File: config.mk
export PLATFORM = sky130hd
export DESIGN_NAME = trig_gate
export DESIGN_NICKNAME = d
export VERILOG_FILES = /design/src/rtl/trig_gate_pkg.sv /design/src/rtl/trig_gate_dpath.sv /design/src/rtl/trig_gate_ctrl.sv /design/src/rtl/trig_gate.sv
export SDC_FILE = /design/constraint.sdc
export NUM_CORES = 1
export LEC_CHECK = 0
export BUFFER_PORTS_ARGS = -buffer_cell sky130_fd_sc_hd__buf_2
export CAP_MARGIN = 20
export CORE_ASPECT_RATIO = 0.75
export CORE_UTILIZATION = 30
export DETAILED_ROUTE_END_ITERATION = 16
export PLACE_DENSITY = 0.55
export SLEW_MARGIN = 10
export SYNTH_ARGS = -nofsm -noshare
export SYNTH_HDL_FRONTEND = slang
export SYNTH_SLANG_ARGS = --single-unit
File: constraint.sdc
create_clock -name clk -period 3.3 [get_ports clk]
set_input_delay 0 -clock clk [delete_from_list [all_inputs] [get_ports clk]]
set_output_delay 0 -clock clk [all_outputs]
set_load 0.05 [all_outputs]
File: src/rtl/trig_gate_pkg.sv
package trig_gate_pkg;

  typedef enum logic [1:0] {
    ST_IDLE  = 2'd0,
    ST_DELAY = 2'd1,
    ST_OPEN  = 2'd2,
    ST_HOLD  = 2'd3
  } gateState_t;

  // strobes from control to datapath
  typedef struct packed {
    logic ldStart;
    logic ldLen;
    logic ldStop;
    logic dec;
    logic setGate;
    logic clrGate;
  } gateStrb_t;

endpackage

File: src/rtl/trig_gate_dpath.sv
module trig_gate_dpath
  import trig_gate_pkg::*;
#(
  parameter int CNT_W       = 32,
  parameter int SYNC_STAGES = 2
) (
  input  logic             clk,
  input  logic             rstN,
  input  logic             trigIn,
  input  logic [CNT_W-1:0] gateLen,
  input  logic [CNT_W-1:0] startDly,
  input  logic [CNT_W-1:0] stopDly,
  input  gateStrb_t        strb,
  output logic             trigRise,
  output logic             trigLvl,
  output logic             cntOne,
  output logic             gateOut
);

  localparam int SYNC_MSB = SYNC_STAGES - 1;
  localparam logic [CNT_W-1:0] CNT_ONE = {{(CNT_W-1){1'b0}}, 1'b1};

  logic [SYNC_MSB:0] syncChain;
  logic              lvlPrev;
  logic [CNT_W-1:0]  cnt;

  generate
    if (SYNC_STAGES == 1) begin : g_sync1
      always_ff @(posedge clk or negedge rstN) begin
        if (!rstN) syncChain <= '0;
        else       syncChain <= trigIn;
      end
    end else begin : g_syncN
      always_ff @(posedge clk or negedge rstN) begin
        if (!rstN) syncChain <= '0;
        else       syncChain <= {syncChain[SYNC_MSB-1:0], trigIn};
      end
    end
  endgenerate

  always_ff @(posedge clk or negedge rstN) begin
    if (!rstN) lvlPrev <= 1'b0;
    else       lvlPrev <= syncChain[SYNC_MSB];
  end

  assign trigLvl  = syncChain[SYNC_MSB];
  assign trigRise = trigLvl & ~lvlPrev;
  assign cntOne   = (cnt == CNT_ONE);

  always_ff @(posedge clk or negedge rstN) begin
    if (!rstN)             cnt <= '0;
    else if (strb.ldStart) cnt <= startDly;
    else if (strb.ldLen)   cnt <= gateLen;
    else if (strb.ldStop)  cnt <= stopDly;
    else if (strb.dec)     cnt <= cnt - CNT_ONE;
  end

  always_ff @(posedge clk or negedge rstN) begin
    if (!rstN)             gateOut <= 1'b0;
    else if (strb.setGate) gateOut <= 1'b1;
    else if (strb.clrGate) gateOut <= 1'b0;
  end

  AST_CNT_NO_WRAP: assert property (@(posedge clk) disable iff (!rstN)
    strb.dec |-> cnt != '0);

  AST_GATE_SET_HIGH: assert property (@(posedge clk) disable iff (!rstN)
    (strb.setGate && !strb.clrGate) |=> gateOut);

endmodule

File: src/rtl/trig_gate_ctrl.sv
module trig_gate_ctrl
  import trig_gate_pkg::*;
#(
  parameter int CNT_W = 32
) (
  input  logic             clk,
  input  logic             rstN,
  input  logic             fixedMode,
  input  logic [CNT_W-1:0] gateLen,
  input  logic [CNT_W-1:0] startDly,
  input  logic [CNT_W-1:0] stopDly,
  input  logic             trigRise,
  input  logic             trigLvl,
  input  logic             cntOne,
  output gateStrb_t        strb
);

  gateState_t state, stateNxt;
  logic lenZero, startZero, stopZero;

  assign lenZero   = (gateLen == '0);
  assign startZero = (startDly == '0);
  assign stopZero  = (stopDly == '0);

  always_comb begin
    stateNxt = state;
    strb     = '0;
    unique case (state)
      ST_IDLE: begin
        if (trigRise) begin
          if (!startZero) begin
            strb.ldStart = 1'b1;
            stateNxt     = ST_DELAY;
          end else if (fixedMode && lenZero) begin
            stateNxt = ST_IDLE;
          end else begin
            strb.setGate = 1'b1;
            strb.ldLen   = fixedMode;
            stateNxt     = ST_OPEN;
          end
        end
      end
      ST_DELAY: begin
        if (cntOne) begin
          if (fixedMode && lenZero) begin
            stateNxt = ST_IDLE;
          end else begin
            strb.setGate = 1'b1;
            strb.ldLen   = fixedMode;
            stateNxt     = ST_OPEN;
          end
        end else begin
          strb.dec = 1'b1;
        end
      end
      ST_OPEN: begin
        if (fixedMode) begin
          if (cntOne) begin
            strb.clrGate = 1'b1;
            stateNxt     = ST_IDLE;
          end else begin
            strb.dec = 1'b1;
          end
        end else if (!trigLvl) begin
          if (stopZero) begin
            strb.clrGate = 1'b1;
            stateNxt     = ST_IDLE;
          end else begin
            strb.ldStop = 1'b1;
            stateNxt    = ST_HOLD;
          end
        end
      end
      ST_HOLD: begin
        if (cntOne) begin
          strb.clrGate = 1'b1;
          stateNxt     = ST_IDLE;
        end else begin
          strb.dec = 1'b1;
        end
      end
      default: stateNxt = ST_IDLE;
    endcase
  end

  always_ff @(posedge clk or negedge rstN) begin
    if (!rstN) state <= ST_IDLE;
    else       state <= stateNxt;
  end

  AST_FIXED_NO_STOP: assert property (@(posedge clk) disable iff (!rstN)
    fixedMode |-> !strb.ldStop);

  AST_ZERO_LEN_NO_GATE: assert property (@(posedge clk) disable iff (!rstN)
    (fixedMode && lenZero) |-> !strb.setGate);

  AST_IDLE_NEEDS_RISE: assert property (@(posedge clk) disable iff (!rstN)
    (state == ST_IDLE && !trigRise) |=> state == ST_IDLE);

  AST_FOLLOW_HOLDS_OPEN: assert property (@(posedge clk) disable iff (!rstN)
    (!fixedMode && state == ST_OPEN && trigLvl) |=> state == ST_OPEN);

endmodule

File: src/rtl/trig_gate.sv
module trig_gate #(
  parameter int CNT_W       = 32,
  parameter int SYNC_STAGES = 2
) (
  input  logic             clk,
  input  logic             rstN,
  input  logic             trigIn,
  input  logic             fixedMode,
  input  logic [CNT_W-1:0] gateLen,
  input  logic [CNT_W-1:0] startDly,
  input  logic [CNT_W-1:0] stopDly,
  output logic             gateOut
);

  trig_gate_pkg::gateStrb_t strb;
  logic trigRise, trigLvl, cntOne;

  trig_gate_ctrl #(.CNT_W(CNT_W)) i_ctrl (
    .clk       (clk),
    .rstN      (rstN),
    .fixedMode (fixedMode),
    .gateLen   (gateLen),
    .startDly  (startDly),
    .stopDly   (stopDly),
    .trigRise  (trigRise),
    .trigLvl   (trigLvl),
    .cntOne    (cntOne),
    .strb      (strb)
  );

  trig_gate_dpath #(.CNT_W(CNT_W), .SYNC_STAGES(SYNC_STAGES)) i_dpath (
    .clk      (clk),
    .rstN     (rstN),
    .trigIn   (trigIn),
    .gateLen  (gateLen),
    .startDly (startDly),
    .stopDly  (stopDly),
    .strb     (strb),
    .trigRise (trigRise),
    .trigLvl  (trigLvl),
    .cntOne   (cntOne),
    .gateOut  (gateOut)
  );

  AST_RESET_LOW: assert property (@(posedge clk) !rstN |=> !gateOut);

endmodule

==> impl_results.md <==
- Top-level port count: 101
- Clk Tree Root Cell: clkbuf_16
- I/O Buffers: 100
- Die X: between 100 and 150 um
- Vias per inst: 5.57
- Post-DP HPWL: 8830 um
- Total Power: about 1800 uW
- Pre-CTS WS: -0.0309 ns
- #FFs+latches synth: 38
- MaxCap Viol Count: 0
- Final Skew: about 0.0025 ns
- Failing checks: negative hold slack
- Drt initial violations: roughly 270
- Drt wl/cell: around 18 um
- Rows: 31
- Synth warn: 0
- Max VDD drop: approximately 0.21 mV
- Reg clk slew, reported paths: 0.06 ns
- Final period util: 0.974
- Cells after synthesis: between 300 and 400
- Starting Density: 0.312
- Pin count of the biggest net entering global routing: 60
- RSZ-0062 raised after global routing: yes
- Worst Path Required: between 3 and 4 ns
- Drt pass-1 iters: 5
- Via count: 3441
- CP cell instances: or4_4, or4_4, or4_4, o32ai_4, buf_6, a211oi_4, a211oi_1, a21oi_1
- Slowest cell delay on critical path: ~0.57 ns
- Synth Net Count: about 470
- Crit Path Category: reg2reg
- Seq pwr share: 0.371
- Hold Path Class: in2reg
- Post-synthesis sequential area ratio: 0.313
- Maximum number of buffers from clock root to sink: 2
- Slowest-stage cell, CP: or4_4
- Nets: 587
- CP Launch Type: flop
- GR Util met2: 0.345
- Die Ht: a little under 90 um
- CP Data Arrival Time: ~3.4 ns
- Synth Flop Type: dfrtp_1
- Final Cell Area: between 4000 and 5000 sq um
- Worst path most repeated cell: or4_4
- Pwr Density: approximately 450 nW/um^2
- Worst slew pin tran: 0.885 ns
- Area grow syn2layout: 34.8%
- Detailed Route WL: around 11000 um
- Core ar.: between 9000 and 10000 sq um
- CTS tree: built
- Worst-Skew Late Latency: around 0.28 ns
- Final Hold Fails: 1
- WHS: -0.00514 ns
- Global route hottest layer: met2
- DRC: 0
- Grt total ovfl: 0
- Buf+Inv Stages, Crit Path: 1
- Routability congestion estimate: approximately 0.90
- Combinational Power Share: 0.279
- Met3 usage: 0.0421
- Slew HR: 0.410
- Total global routing track utilization: 0.218
- Unique masters post-synth: 45
- Mapped Area: between 3000 and 4000 sq um
- Post-synth EDFFs: 0
- Clock power frac: 0.350
- Vias in the first global route: ~3300
- CTS H-Tree Depth: 2
- GR Util met1: 0.312
- Placed cell area: between 3000 and 4000 sq um
- Final ANT Viol Nets: 0
- Fin. max-slew vios: 0
- Clk sinks: 38
- Fmax: 0.311 GHz
- Diode count: 0
- Commonest non-fill, non-tap cell in the layout: buf_2
- Status: finished with violations
- Largest delay share family, worst path: simple AND/OR/NAND/NOR gates
- Initial antenna violation count: 0
- Tmin final: about 3.2 ns
- P_leak: 0.00180 uW
- Global-route wire length before repair: 17700 um
- Layout cells sized above 1: 0.315
- PnR worst setup slack: around 0.086 ns
- Post-synthesis async set-or-reset flop share: 1.00
- Num CTS Buffers: 5
- Critical Path Fanout Max: 10
- DIE AREA: 10500 sq um
- Final setup viols: 0
- Psw: 554 uW
- Power Internal: approximately 1300 uW
- Switching portion of total power: 0.302
- CP endpoint kind: flop
- Most frequent cells in the layout: 100 x buf_2, 41 x a21oi_1, 38 x dfrtp_1
- Mean Syn Cell Area: roughly 8.2 sq um
-- worst min-delay path, stage by stage --
cell and delay, ns:
buf_2 0.11, nand2_1 0.05, a31oi_1 0.07
-- synthesized netlist by cell type, types with 2 or more instances --
cell type,number,share of area
buf_1,2,0.0025
nand2b_1,2,0.0041
nand2_1,25,0.031
clkbuf_1,15,0.019
o21ai_1,2,0.0033
or3_1,9,0.019
mux2_2,2,0.0074
a31oi_1,3,0.0062
or4_4,3,0.011
o31ai_1,2,0.0049
nor2_1,35,0.043
nor3_1,10,0.016
and2_1,2,0.0041
nand3_1,4,0.0066
mux2i_1,18,0.059
nor4_1,33,0.068
o21ai_0,5,0.0082
xor2_1,11,0.032
dfrtp_1,38,0.31
buf_4,5,0.012
o22ai_1,29,0.060
a211oi_1,11,0.027
or4_1,3,0.0074
o211ai_1,12,0.030
a221oi_1,4,0.012
ha_1,2,0.0082
inv_1,5,0.0062
nand4_1,5,0.010
a22o_1,2,0.0058
a21oi_1,41,0.067
or2_2,3,0.0062
xnor2_1,15,0.043
-- registers in the layout, indices dropped and copies added, names as in the netlist --
signal and cells:
i_dpath.syncChain 2, i_dpath.cnt 32, i_dpath.gateOut 1, i_ctrl.state 2, i_dpath.lvlPrev 1
-- power groups by stage --
| stage | registers, uW | clock network (uW) | logic (uW) |
|---|---|---|---|
| after floorplan | 659 | 0 | 316 |
| after global placement | 684 | 0 | 498 |
| after detailed placement | 686 | 0 | 509 |
| after CTS | 680 | 651 | 513 |
| after global routing | 699 | 669 | 575 |
| final | 681 | 643 | 513 |
-- path summary, 6_finish.rpt --
kind                       slack [ns]                    to  cells after the start                  from
max                              0.09       i_dpath.cnt[20]                      8       i_dpath.cnt[21]
min                            -0.005       i_dpath.cnt[31]                      3           gateLen[31]
max reg2reg                      0.09       i_dpath.cnt[20]                      8       i_dpath.cnt[21]
min reg2reg                      0.35  i_dpath.syncChain[1]                      0  i_dpath.syncChain[0]
max in group asynchronous        2.35        i_dpath.cnt[9]                      2                  rstN
min in group asynchronous        0.40       i_dpath.cnt[20]                      2                  rstN
-- repair_timing --
action | in CTS | in global routing
hold buffers | 2 | 0
hold endpoints to repair | 39 | 0
setup buffers | 2 | 0
setup endpoints to repair | 1 | 28
pin swaps | 1 | 7
gates resized for setup | 0 | 3
-- cell families (layout without fill, tap and decap cells) --
logic type      after synthesis  after routing  synth area share
simple gates                138            138             0.239
compound gates              119            119             0.258
flops                        38             38             0.313
buf+inv                      28            143            0.0411
xor+xnor                     26             26            0.0749
mux                          20             20            0.0666
fa+ha+maj                     2              2           0.00823
-- final cells by class --
class,instances,area (sq um)
clock buffer,6,139
clock inverter,2,60.1
fill,1017,5640
inverter,5,18.8
multi-input combinational,305,1990
sequential,38,951
tap,132,165
timing repair buffer,130,772
-- layer usage --
layer | part of all wire | vias to the layer above
met3 | 0.076 | 7
met2 | 0.44 | 143
met1 | 0.48 | 1625
met5 | 0 | -
li1 | - | 1666
met4 | 0.0055 | 0
-- metrics by stage --
stage               hold WS [ns]  utilization  setup TNS [ns]  cells
floorplan                 -0.296            -               0    371
global placement           0.114        0.396               0    606
detailed placement         0.117        0.396         -0.0309    606
CTS                     0.000706        0.420               0    618
global route              0.0154        0.421        -0.00610    618
finish                  -0.00514        0.421               0    618
Note: power is estimated with default switching activity, not from simulation.
